--- src/rtl/tcp_pkg.sv ---
package tcp_pkg;
    localparam int BYTE_W  = 8;
    localparam int PRESC_W = 5;
    localparam int SEL_W   = 3;
    localparam int UNITS   = 2;

    typedef enum logic [1:0] {
        M_PRESC13 = 2'b00,
        M_CASC16  = 2'b01,
        M_RELOAD8 = 2'b10,
        M_SPLIT   = 2'b11
    } tc_mode_e;

    typedef struct packed {
        logic     gate;
        logic     ext;
        tc_mode_e mode;
    } tc_cfg_t;

    typedef enum logic [SEL_W-1:0] {
        SEL_MODE = 3'd0,
        SEL_CTRL = 3'd1,
        SEL_LO0  = 3'd2,
        SEL_HI0  = 3'd3,
        SEL_LO1  = 3'd4,
        SEL_HI1  = 3'd5
    } tc_sel_e;

    function automatic tc_cfg_t nib_to_cfg(input logic [3:0] nib);
        return tc_cfg_t'(nib);
    endfunction
endpackage

--- src/rtl/tcp_event.sv ---
module tcp_event (
    input  logic clk,
    input  logic rst,
    input  logic tick,
    input  logic pin,
    input  logic gate_pin,
    input  logic run,
    input  logic gate,
    input  logic ext,
    output logic evt
);
    logic pin_prev;
    logic enabled;
    logic fall;

    always_ff @(posedge clk) begin
        if (rst)       pin_prev <= 1'b0;
        else if (tick) pin_prev <= pin;
    end

    assign enabled = run & (~gate | gate_pin);
    assign fall    = pin_prev & ~pin;
    assign evt     = tick & enabled & (ext ? fall : 1'b1);
endmodule

--- src/rtl/tcp_core.sv ---
module tcp_core
    import tcp_pkg::*;
#(
    parameter int W        = BYTE_W,
    parameter int PW       = PRESC_W,
    parameter bit SPLIT_OK = 1'b0
) (
    input  logic         clk,
    input  logic         rst,
    input  logic         inc_lo,
    input  logic         inc_hi,
    input  tc_mode_e     mode,
    input  logic         wr_lo,
    input  logic         wr_hi,
    input  logic [W-1:0] wr_data,
    output logic [W-1:0] lo_q,
    output logic [W-1:0] hi_q,
    output logic         ovf_main,
    output logic         ovf_split
);
    localparam int DW = 2 * W;

    logic [W-1:0] lo_n, hi_n;
    logic         split_act;

    assign split_act = SPLIT_OK && (mode == M_SPLIT);

    always_comb begin
        lo_n      = lo_q;
        hi_n      = hi_q;
        ovf_main  = 1'b0;
        ovf_split = 1'b0;
        if (inc_lo) begin
            unique case (mode)
                M_PRESC13: begin
                    if (lo_q[PW-1:0] == '1) begin
                        hi_n     = hi_q + 1'b1;
                        ovf_main = (hi_q == '1);
                    end
                    lo_n[PW-1:0] = lo_q[PW-1:0] + 1'b1;
                end
                M_CASC16: begin
                    {hi_n, lo_n} = DW'({hi_q, lo_q} + 1'b1);
                    ovf_main     = ({hi_q, lo_q} == '1);
                end
                M_RELOAD8: begin
                    if (lo_q == '1) begin
                        lo_n     = hi_q;
                        ovf_main = 1'b1;
                    end else begin
                        lo_n = lo_q + 1'b1;
                    end
                end
                M_SPLIT: begin
                    if (SPLIT_OK) begin
                        lo_n     = lo_q + 1'b1;
                        ovf_main = (lo_q == '1);
                    end
                end
                default: ;
            endcase
        end
        if (split_act && inc_hi) begin
            hi_n      = hi_q + 1'b1;
            ovf_split = (hi_q == '1);
        end
        if (wr_lo) lo_n = wr_data;
        if (wr_hi) hi_n = wr_data;
    end

    always_ff @(posedge clk) begin
        if (rst) begin
            lo_q <= '0;
            hi_q <= '0;
        end else begin
            lo_q <= lo_n;
            hi_q <= hi_n;
        end
    end

    // reload takes the high byte
    a_r5_reload_from_high: assert property (@(posedge clk) disable iff (rst)
        (mode == M_RELOAD8 && inc_lo && lo_q == '1 && !wr_lo) |=> (lo_q == $past(hi_q)));

    // a unit without split capability halts in mode 11
    a_r7_halted: assert property (@(posedge clk) disable iff (rst)
        (!SPLIT_OK && mode == M_SPLIT && !wr_lo && !wr_hi) |=> ($stable(lo_q) && $stable(hi_q)));

    // byte write wins over counting
    a_r11_write_wins: assert property (@(posedge clk) disable iff (rst)
        wr_hi |=> (hi_q == $past(wr_data)));
endmodule

--- src/rtl/dual_timer.sv ---
module dual_timer
    import tcp_pkg::*;
(
    input  logic              clk,
    input  logic              rst,
    input  logic              tick,
    input  logic [UNITS-1:0]  cnt_pin,
    input  logic [UNITS-1:0]  gate_pin,
    input  logic              wr_en,
    input  logic [SEL_W-1:0]  wr_sel,
    input  logic [BYTE_W-1:0] wr_data,
    input  logic [SEL_W-1:0]  rd_sel,
    output logic [BYTE_W-1:0] rd_data,
    input  logic [UNITS-1:0]  ovf_ack,
    output logic [UNITS-1:0]  ovf_flag
);
    localparam int RUN_BIT0  = 4;
    localparam int FLAG_BIT0 = 5;
    localparam int UNIT_STEP = 2;

    logic [BYTE_W-1:0] mode_q;
    logic [UNITS-1:0]  run_q, flag_q, flag_n, set_hw;
    logic [UNITS-1:0]  evt, ovf_main, ovf_split;
    logic [BYTE_W-1:0] lo_q [UNITS];
    logic [BYTE_W-1:0] hi_q [UNITS];
    tc_cfg_t           cfg  [UNITS];
    logic              split_on, ctrl_wr;

    assign split_on = (cfg[0].mode == M_SPLIT);
    assign ctrl_wr  = wr_en && (wr_sel == SEL_CTRL);

    for (genvar u = 0; u < UNITS; u++) begin : g_unit
        assign cfg[u] = nib_to_cfg(mode_q[4*u +: 4]);

        tcp_event u_evt (
            .clk      (clk),
            .rst      (rst),
            .tick     (tick),
            .pin      (cnt_pin[u]),
            .gate_pin (gate_pin[u]),
            .run      (run_q[u]),
            .gate     (cfg[u].gate),
            .ext      (cfg[u].ext),
            .evt      (evt[u])
        );

        tcp_core #(.W(BYTE_W), .PW(PRESC_W), .SPLIT_OK(u == 0)) u_core (
            .clk       (clk),
            .rst       (rst),
            .inc_lo    (evt[u]),
            .inc_hi    ((u == 0) ? (tick & run_q[UNITS-1] & split_on) : 1'b0),
            .mode      (cfg[u].mode),
            .wr_lo     (wr_en && (wr_sel == SEL_W'(SEL_LO0 + UNIT_STEP * u))),
            .wr_hi     (wr_en && (wr_sel == SEL_W'(SEL_HI0 + UNIT_STEP * u))),
            .wr_data   (wr_data),
            .lo_q      (lo_q[u]),
            .hi_q      (hi_q[u]),
            .ovf_main  (ovf_main[u]),
            .ovf_split (ovf_split[u])
        );

        always_comb begin
            flag_n[u] = ctrl_wr ? wr_data[FLAG_BIT0 + UNIT_STEP * u]
                                : (flag_q[u] & ~ovf_ack[u]);
            flag_n[u] = flag_n[u] | set_hw[u];
        end
    end

    assign set_hw[0] = ovf_main[0];
    assign set_hw[1] = split_on ? ovf_split[0] : ovf_main[1];

    always_ff @(posedge clk) begin
        if (rst) begin
            mode_q <= '0;
            run_q  <= '0;
            flag_q <= '0;
        end else begin
            if (wr_en && wr_sel == SEL_MODE) mode_q <= wr_data;
            if (ctrl_wr) run_q <= {wr_data[RUN_BIT0 + UNIT_STEP], wr_data[RUN_BIT0]};
            flag_q <= flag_n;
        end
    end

    always_comb begin
        unique case (rd_sel)
            SEL_MODE: rd_data = mode_q;
            SEL_CTRL: rd_data = {flag_q[1], run_q[1], flag_q[0], run_q[0], 4'b0000};
            SEL_LO0:  rd_data = lo_q[0];
            SEL_HI0:  rd_data = hi_q[0];
            SEL_LO1:  rd_data = lo_q[1];
            SEL_HI1:  rd_data = hi_q[1];
            default:  rd_data = '0;
        endcase
    end

    assign ovf_flag = flag_q;

    // a hardware overflow always leaves the flag set
    a_r10_hw_set_wins0: assert property (@(posedge clk) disable iff (rst)
        set_hw[0] |=> ovf_flag[0]);
    a_r10_hw_set_wins1: assert property (@(posedge clk) disable iff (rst)
        set_hw[1] |=> ovf_flag[1]);
endmodule

--- config.mk ---
export PLATFORM = sky130hd
export DESIGN_NAME = dual_timer
export DESIGN_NICKNAME = d
export VERILOG_FILES = /design/src/rtl/tcp_pkg.sv /design/src/rtl/tcp_event.sv /design/src/rtl/tcp_core.sv /design/src/rtl/dual_timer.sv
export SDC_FILE = /design/constraint.sdc
export NUM_CORES = 1
export LEC_CHECK = 0
export ABC_AREA = 1
export BUFFER_PORTS_ARGS = -buffer_cell sky130_fd_sc_hd__buf_2
export CORE_MARGIN = 5
export CORE_UTILIZATION = 47
export CTS_BUF_LIST = sky130_fd_sc_hd__clkbuf_8
export DETAILED_ROUTE_END_ITERATION = 12
export GPL_ROUTABILITY_DRIVEN = 1
export PLACE_DENSITY_LB_ADDON = 0.25
export REMOVE_ABC_BUFFERS = 1
export SLEW_MARGIN = 10
export SYNTH_ARGS = -nofsm -noshare
export SYNTH_HDL_FRONTEND = slang
export SYNTH_SLANG_ARGS = --single-unit
--- constraint.sdc ---
create_clock -name clk -period 1.8 [get_ports clk]
set_input_delay 0.27 -clock clk [delete_from_list [all_inputs] [get_ports clk]]
set_output_delay 0.27 -clock clk [all_outputs]
set_load 0.03 [all_outputs]
### Word-level counts from Yosys, hierarchy flattened

Cells that the tools add are included.
W data, S select, Z words.

| word-level totals | value |
|---|---|
| flip-flop bits (word level) | 46 |
| input port bits | 24 |

| cells by class | value |
|---|---|
| add/sub/neg operators | 8 |
| eq/ne operators | 25 |
| multiplexer cells | 34 |
| bitwise gates (word level) | 22 |
| reduce and logical (&&, ||, !) cells | 25 |

Operator list:

| kind | count |
|---|---|
| $mux W8 | 13 |
| $pmux W8 S6 | 1 |
| $add A16 B1 Y16 const B | 2 |
| $add A8 B1 Y8 const B | 4 |
| $eq A16 B16 Y1 const B | 2 |
| $eq A8 B8 Y1 const B | 4 |
| $pmux W8 S2 | 2 |
| $pmux W5 S4 | 1 |
| $pmux W5 S3 | 1 |
| $and A1 B1 Y1 | 12 |
| $eq A3 B2 Y1 const B | 4 |
| $eq A3 B3 Y1 const B | 4 |
| $mux W1 | 12 |
| $reduce_bool A4 Y1 | 3 |
| $add A5 B1 Y5 const B | 2 |
| $eq A5 B5 Y1 const B | 2 |
| $pmux W3 S3 | 1 |
| $reduce_bool A3 Y1 | 3 |
| $logic_and A1 B1 Y1 | 7 |
| $eq A2 B2 Y1 const B | 3 |
| $eq A3 B1 Y1 const B | 2 |
| $logic_not A3 Y1 | 2 |
| $not A1 Y1 | 6 |
| $pmux W3 S2 | 1 |
| 10 further kinds | 20 |

### Longest topological paths before layout

Gate-level depths: netlist of run 1.

| logic depth | value |
|---|---|
| depth after elaboration | 8 |
| depth in mapped cells | 12 |
| gate-level depth less buffers | 12 |

### By module

From an unflattened synthesis of run 1, not the netlist that was laid out.

| unflattened totals | value |
|---|---|
| cells, all modules | 666 |
| area total of the unflattened synthesis | 4061.4 µm² |

By module, submodules not included:

| module | times used | cells an instance | area an instance (µm²) |
|---|---|---|---|
| tcp_core (g_unit[0].u_core) | 1 | 241 | 1477.7 |
| tcp_core (g_unit[1].u_core) | 1 | 209 | 1392.6 |
| dual_timer | 1 | 188 | 1033.5 |
| tcp_event | 2 | 14 | 78.8 |

### Worst setup path before layout of run 1

OpenSTA, ideal clock, no wires.

| timing path | value |
|---|---|
| kind | reg-to-reg |
| start point | register g_unit[1].u_core.lo_q[0] |
| end point | register g_unit[1].u_core.hi_q[1] |
| arrival | 1.647 ns |
| data required time | 1.730 ns |
| setup slack | 0.083 ns |
| stages on the path, launching flop included | 12 |
| path through | dfxtp_1 ha_1 nand2_1 nor2_2 ha_1 nand2_1 o21ai_2 nand3_4 nor2_8 o21a_1 nand2_1 a21oi_1 |

| on the way | value |
|---|---|
| word-level cells in the longest chain between the ends | 4 |
| elaborated cells between the ends (all ways) | 7 |

RTL lines:

| element | RTL line | text |
|---|---|---|
| start, declared | tcp_core.sv:16 | `output logic [W-1:0] lo_q,` |
| start signal, assigned | tcp_core.sv:76 | `lo_q <= lo_n;` |
| $add A16 B1 Y16 | tcp_core.sv:43 | `{hi_n, lo_n} = DW'({hi_q, lo_q} + 1'b1);` |
| $pmux W8 S2 | tcp_core.sv:34 | `unique case (mode)` |
| $mux W8 | tcp_core.sv:33 | `if (inc_lo) begin` |
| $mux W8 | tcp_core.sv:68 | `if (wr_hi) hi_n = wr_data;` |
| end signal, assigned | tcp_core.sv:77 | `hi_q <= hi_n;` |
| end, declared | tcp_core.sv:17 | `output logic [W-1:0] hi_q,` |

Parallel ways exist; a longest one is shown, timed or not. The select of a mux whose other input is x is not followed.
A chain may end at the register's enable or synchronous reset.

### Worst setup path in the final report of run 1

| timing path | value |
|---|---|
| start point | register g_unit[1].u_core.hi_q[2] |
| end point | output rd_data[2] |

| on the way | value |
|---|---|
| word-level cells in the longest chain between the ends | 1 |

RTL lines:

| element | RTL line | text |
|---|---|---|
| $pmux W8 S6 | dual_timer.sv:85 | `unique case (rd_sel)` |
| end, declared | dual_timer.sv:13 | `output logic [BYTE_W-1:0] rd_data,` |

Every way passes these cells.

==> results of run 1 <==
==> cell families (layout without fill, tap and decap cells) <==
family | count (synthesis) | after routing
fa+ha+maj | 14 | 14
compound gates | 148 | 148
xor+xnor | 9 | 9
flops | 46 | 46
simple gates | 279 | 280
buf+inv | 101 | 180
==> routing by layer <==
| layer | routed length, um | up-vias |
|---|---|---|
| met4 | 221 | 0 |
| met5 | 0 | - |
| met3 | 1190 | 22 |
| met2 | 5910 | 225 |
| met1 | 5860 | 2038 |
| li1 | - | 2158 |
==> worst max path at each step <==
| stage | cells after the start | slack (ps) | end | startpoint |
|---|---|---|---|---|
| after global routing | 11 | -30 | g_unit[1].u_core.hi_q[1] | g_unit[1].u_core.lo_q[1] |
| final | 3 | 60 | rd_data[2] | g_unit[1].u_core.hi_q[2] |
| after detailed placement | 11 | 8 | g_unit[1].u_core.hi_q[1] | g_unit[1].u_core.lo_q[0] |
| after floorplan | 11 | 80 | g_unit[1].u_core.hi_q[1] | g_unit[1].u_core.lo_q[0] |
| after CTS | 11 | 5 | g_unit[1].u_core.hi_q[1] | g_unit[1].u_core.lo_q[0] |
| after global placement | 11 | 40 | g_unit[0].u_core.hi_q[2] | g_unit[0].u_core.lo_q[1] |
==> critical path, stage by stage (launching register included) <==
cell       delay, ps
dfxtp_1          480
inv_1            170
o2111ai_1        270
buf_2            240
==> repair_timing <==
action | in CTS | in global routing
cloned | 0 | 1
pin swaps | 1 | 8
endpoints found under the setup margin | 2 | 24
gates resized for setup | 6 | 32
buffers inserted | 3 | 5
==> sequential cells by signal, summed over array words and instances, names as in the netlist <==
register	count
g_unit.u_evt.pin_prev	2
run_q	2
g_unit.u_core.hi_q	16
ovf_flag	2
g_unit.u_core.lo_q	16
mode_q	8
==> layout make-up <==
| cell class | count | share of cell area |
|---|---|---|
| multi-input combinational | 451 | 0.547 |
| sequential | 46 | 0.204 |
| timing repair buffer | 83 | 0.123 |
| inverter | 89 | 0.0732 |
| tap | 102 | 0.0280 |
| clock buffer | 5 | 0.0151 |
| clock inverter | 3 | 0.00960 |
==> stage by stage <==
step	util	total power [mW]
floorplan	-	1.31
global placement	0.552	1.49
detailed placement	0.552	1.49
CTS	0.571	2.32
global route	0.593	2.42
finish	0.593	2.33
==> report_power, final <==
part | total [mW] | switching (mW) | internal, mW
Sequential | 1.08 | 0.0332 | 1.05
Combinational | 0.422 | 0.272 | 0.150
Clock | 0.824 | 0.407 | 0.417
Total | 2.33 | 0.713 | 1.62
==> cell usage after synthesis (9+ instances only) <==
library cell / count
nor3_1: 9
ha_1: 14
dfxtp_1: 46
o22ai_1: 10
nand3_1: 63
o21ai_1: 16
o21ai_0: 40
nand2_1: 120
inv_2: 9
inv_1: 77
nor2_1: 48
a21oi_1: 58
==> results.md, run 1 <==
* Crit path DAT at 1470 ps
* GRT Util Overall at 0.266
* Post-synthesis cell type count at 41
* Final std cells w/o fill at 779
* Final hold vios at 0
* CTS tree: done
* Worst Tran Pin Value at 624 ps
* Reg2Reg Depth at 10
* Fin Hold WS at 217 ps
* Largest fanout on the critical path at 6
* Endpoints failing setup at 0
* Fin worst setup slack at 59.3 ps
* Top cell type's share of synthesized area at 0.249
* Most frequent cells in the layout: nand2_1 (114), inv_1 (76), nand3_1 (62)
* FF-to-FF Start: g_unit[1].u_core.lo_q[1]
* CTS sink cnt at 46
* Via Count at 4443
* Power Density at 511 nW/um2
* Multiplexer area fraction after synthesis at 0
* Multi-input gate area at 2500 um2
* Number of inserted diodes at 0
* Gate count after technology mapping at 597
* Area delta synth->final at 23.5%
* Simple-gate share of the synthesized area at 0.352
* Sequential cell area at 928 um2
* Cts hold-fix bufs at 0
* Largest net degree at the start of global routing at 28
* Worst ir drop on vdd at 0.000298 V
* Max-Cap Viols at 0
* Fill count at 758
* Clk_skew at 12.9 ps
* Synth Cell Area at 3690 um2
* Leak at 1.94 nW
* RSZ-0062 raised after global routing: true
* Hold Path Origin: cnt_pin[1]
* CTS root buffer: clkbuf_8
* DRC viols at 0
* Register bit total from synthesis at 46
* DR vias/cell at 5.70
* Met3 Use GR at 0.0425
* Vias in the first global route at 3994
* Status: complete, no violations
* Xor and xnor area share after synthesis at 0.0213
* Final Slew Violations at 0
* Max Root-Sink Buffers at 2
* EDFF count, synth at 0
* First-pass GRT wire length at 20600 um
* CTS Buf Count at 5
* Post-synth top flop: dfxtp_1
* Hold Crit Depth at 3
* Clk_lat worst skew at 310 ps
* Final WL at 13200 um
* Initial Utilization at 0.481
* Nets at 714
* Hold worst-path end: g_unit[1].u_evt.pin_prev
* Die ar. at 9730 um2
* Critical Path RT at 1530 ps
* CORE AREA at 7690 um2
* Cells after DPL at 762
* DR iter-0 viols at 446
* Synth area leaders: dfxtp_1 (25%), nand2_1 (12%), nand3_1 (8.5%)
* Synth Area in Compound Gates at 0.224
* I/O Buffers at 33
* Fin Setup TNS at 0 ps
* Worst min path class: input port to flop
* GRT Max-Usage Layer: met2
* Fmax at 0.574 GHz
* Initial antenna violation count at 0
* I/O pin cnt at 34
* Die H at 98.7 um
* Area after DPL at 4250 um2
* Commonest non-fill, non-tap cell in the layout: nand2_1
* Remaining Overflow, GRT at 0
* Post-Synth Adder-Cell Area at 0.0474
* Ys Warns at 0
* Post-DR wirelength/cell at 16.9 um
* Detailed placement HPWL at 10100 um
* CTS clock-pin slew for the worst setup and hold paths at 90 ps
* CP Launch Type: flop
* Pre-CTS WS at 8.26 ps
* GR Layer Usage met2 at 0.423
* Layout cells sized above 1 at 0.232
* Finished Cell Area at 4560 um2
* Max_slew headroom at 0.584
* Critical Path End Type: primary output
* M1 GR Usage at 0.380
* WS Path Type: flop to primary output
* CTS H-tree lvls at 2
* R2r setup slk at 70 ps
* Period utilization at 0.967
* Tmin final at 1740 ps
* Core Rows at 32
* Syn avg cell area at 6.19 um2
* Ys async rst share at 0
* Largest family of logic cells by synthesized area: simple AND/OR/NAND/NOR gates
* Sequential fraction of the synthesis area at 0.249
* Die Wd at 98.7 um
* Post-DRT Antenna Nets at 0
* Placer congestion estimate at 0.983
* Yosys top cell by area: dfxtp_1
* First-pass DRT Iterations at 5
* RR Endpoint: g_unit[1].u_core.hi_q[0]
No activity file was read; power rests on OpenSTA's default activity.
==> run 2, diff against run 1 <==
PLACE_DENSITY = 0.68   (was default)
PLACE_DENSITY_LB_ADDON = default   (was 0.25)
==> run 2 against run 1 <==
Compared with the run above: sequential share of layout area grew 0.80 points; clock power grew 0.7%; routed wire length shrank 2.9%; worst setup slack gained 26 ps; clock skew grew 0.71 ps; combinational power shrank 5.7%.
==> results.md, run 2 (synthesis gave the netlist of run 1 again) <==
* Status: complete, no violations
* Post-DR wirelength/cell at 16.8 um
* Largest registers: g_unit.u_core.hi_q x16, g_unit.u_core.lo_q x16, mode_q x8
* CTS H-tree lvls at 2
* Post-DRT Antenna Nets at 0
* Die H at 98.7 um
* Crit path DAT at 1440 ps
* Vias in the first global route at 3974
* Final WL at 12800 um
* Area delta synth->final at 19.4%
* Crit path launch: g_unit[1].u_core.hi_q[4]
* Total power at 2.31 mW
* Clk_skew at 13.6 ps
* Die Wd at 98.7 um
* Via Count at 4360
* Crit path largest cell delay at 400 ps
* Largest fanout on the critical path at 5
* Largest net degree at the start of global routing at 28
* CORE AREA at 7690 um2
* Nets at 695
* DRC viols at 0
* Most frequent cells in the layout: nand2_1 (116), inv_1 (76), nand3_1 (61)
* Worst ir drop on vdd at 0.000414 V
* First-pass DRT Iterations at 8
* Critical Path End Type: primary output
* Tmin final at 1710 ps
* Leak at 1.82 nW
* CP Launch Type: flop
* Number of inserted diodes at 0
* Worst min path class: input port to flop
* Period utilization at 0.953
* GRT Util Overall at 0.258
* WS Path Type: flop to primary output
* Cts hold-fix bufs at 0
* FF-to-FF Start: mode_q[0]
* CTS clock-pin slew for the worst setup and hold paths at 100 ps
* First-pass GRT wire length at 20100 um
* I/O Buffers at 33
* Crit path cell chain: inv_1 -> o22ai_1 -> a21oi_1 -> o211ai_1 -> buf_2
* DR iter-0 viols at 386
* Remaining Overflow, GRT at 0
* DR vias/cell at 5.74
* Die ar. at 9730 um2
* Fmax at 0.583 GHz
* CTS root buffer: clkbuf_8
* Max-Cap Viols at 0
* Commonest non-fill, non-tap cell in the layout: nand2_1
* Initial antenna violation count at 0
* Power Density at 524 nW/um2
* CTS tree: done
* Final Slew Violations at 0
* Worst Tran Pin Value at 559 ps
* Layout cells sized above 1 at 0.211
* Core Rows at 32
* Endpoints failing setup at 0
* Max Root-Sink Buffers at 2
* Hold Path Origin: cnt_pin[0]
* Max_slew headroom at 0.627
* Critical Path RT at 1530 ps
* I/O pin cnt at 34
* Clk_lat worst skew at 310 ps
* Detailed placement HPWL at 9800 um
* CTS Buf Count at 5
* Initial Utilization at 0.481
* Placer congestion estimate at 1.02
* Fin Hold WS at 215 ps
* CTS sink cnt at 46
* Final hold vios at 0
* Worst path slowest cell: dfxtp_2
run 2: cell count changes in the layout (fill, tap and decap cells not counted), moves of 2 or more:
cell,delta
buf_2,+2
buf_4,-18
o21ai_1,-2
nand2_1,+2
dfxtp_1,-2
o21ai_0,+2
run 2: path summary, 6_finish.rpt:
path                              end  slack, ps  cells after the start
min reg2reg                  run_q[0]        530                      2
min          g_unit[0].u_evt.pin_prev        210                      3
max reg2reg  g_unit[0].u_core.lo_q[1]        110                     10
max                        rd_data[4]         90                      5
run 2: cell type report:
type | instances | area, um2
fillers | 806 | 3270
multi-input cells | 451 | 2510
flip-flops and latches | 46 | 933
repair buffers | 64 | 398
inverters | 89 | 334
well taps | 102 | 128
clock buffers | 5 | 68.8
clock inverters | 3 | 43.8
run 2: critical path: cells and delay by family, from the launching register on:
family	cells	cell delay, ps
flops	1	400
compound gates	3	410
buf+inv	2	320
run 2: repair_timing:
item | in CTS | in global routing
cloned | 0 | 1
resized for setup | 2 | 31
endpoints found under the setup margin | 4 | 22
pin swaps | 0 | 8
setup buffers | 0 | 1
run 2: layer usage:
metal / vias to the layer above / global-route usage / share of wire
met5: - / 0 / 0
met4: 0 / 0.0872 / 0.027
met3: 27 / 0.0524 / 0.11
met2: 230 / 0.384 / 0.43
met1: 1986 / 0.371 / 0.43
li1: 2117 / - / -
run 2: per-stage QoR:
step	util	instances	setup WS, ps	TNS [ps]	instance area [um2]
6_report	0.574	760	85.4	0	4410
5_1_grt	0.574	760	-2.09	-2.09	4410
4_1_cts	0.556	758	30.8	0	4270
3_5_place_dp	0.541	750	-8.54	-11.8	4160
3_3_place_gp	0.541	750	12.2	0	4160
2_1_floorplan	-	585	83.4	0	3640
run 2: where the power goes:
group,internal (mW),leakage [nW],switching [mW]
combinational,0.137,1.39,0.261
sequential,1.05,0.377,0.0365
clock,0.417,0.0585,0.413
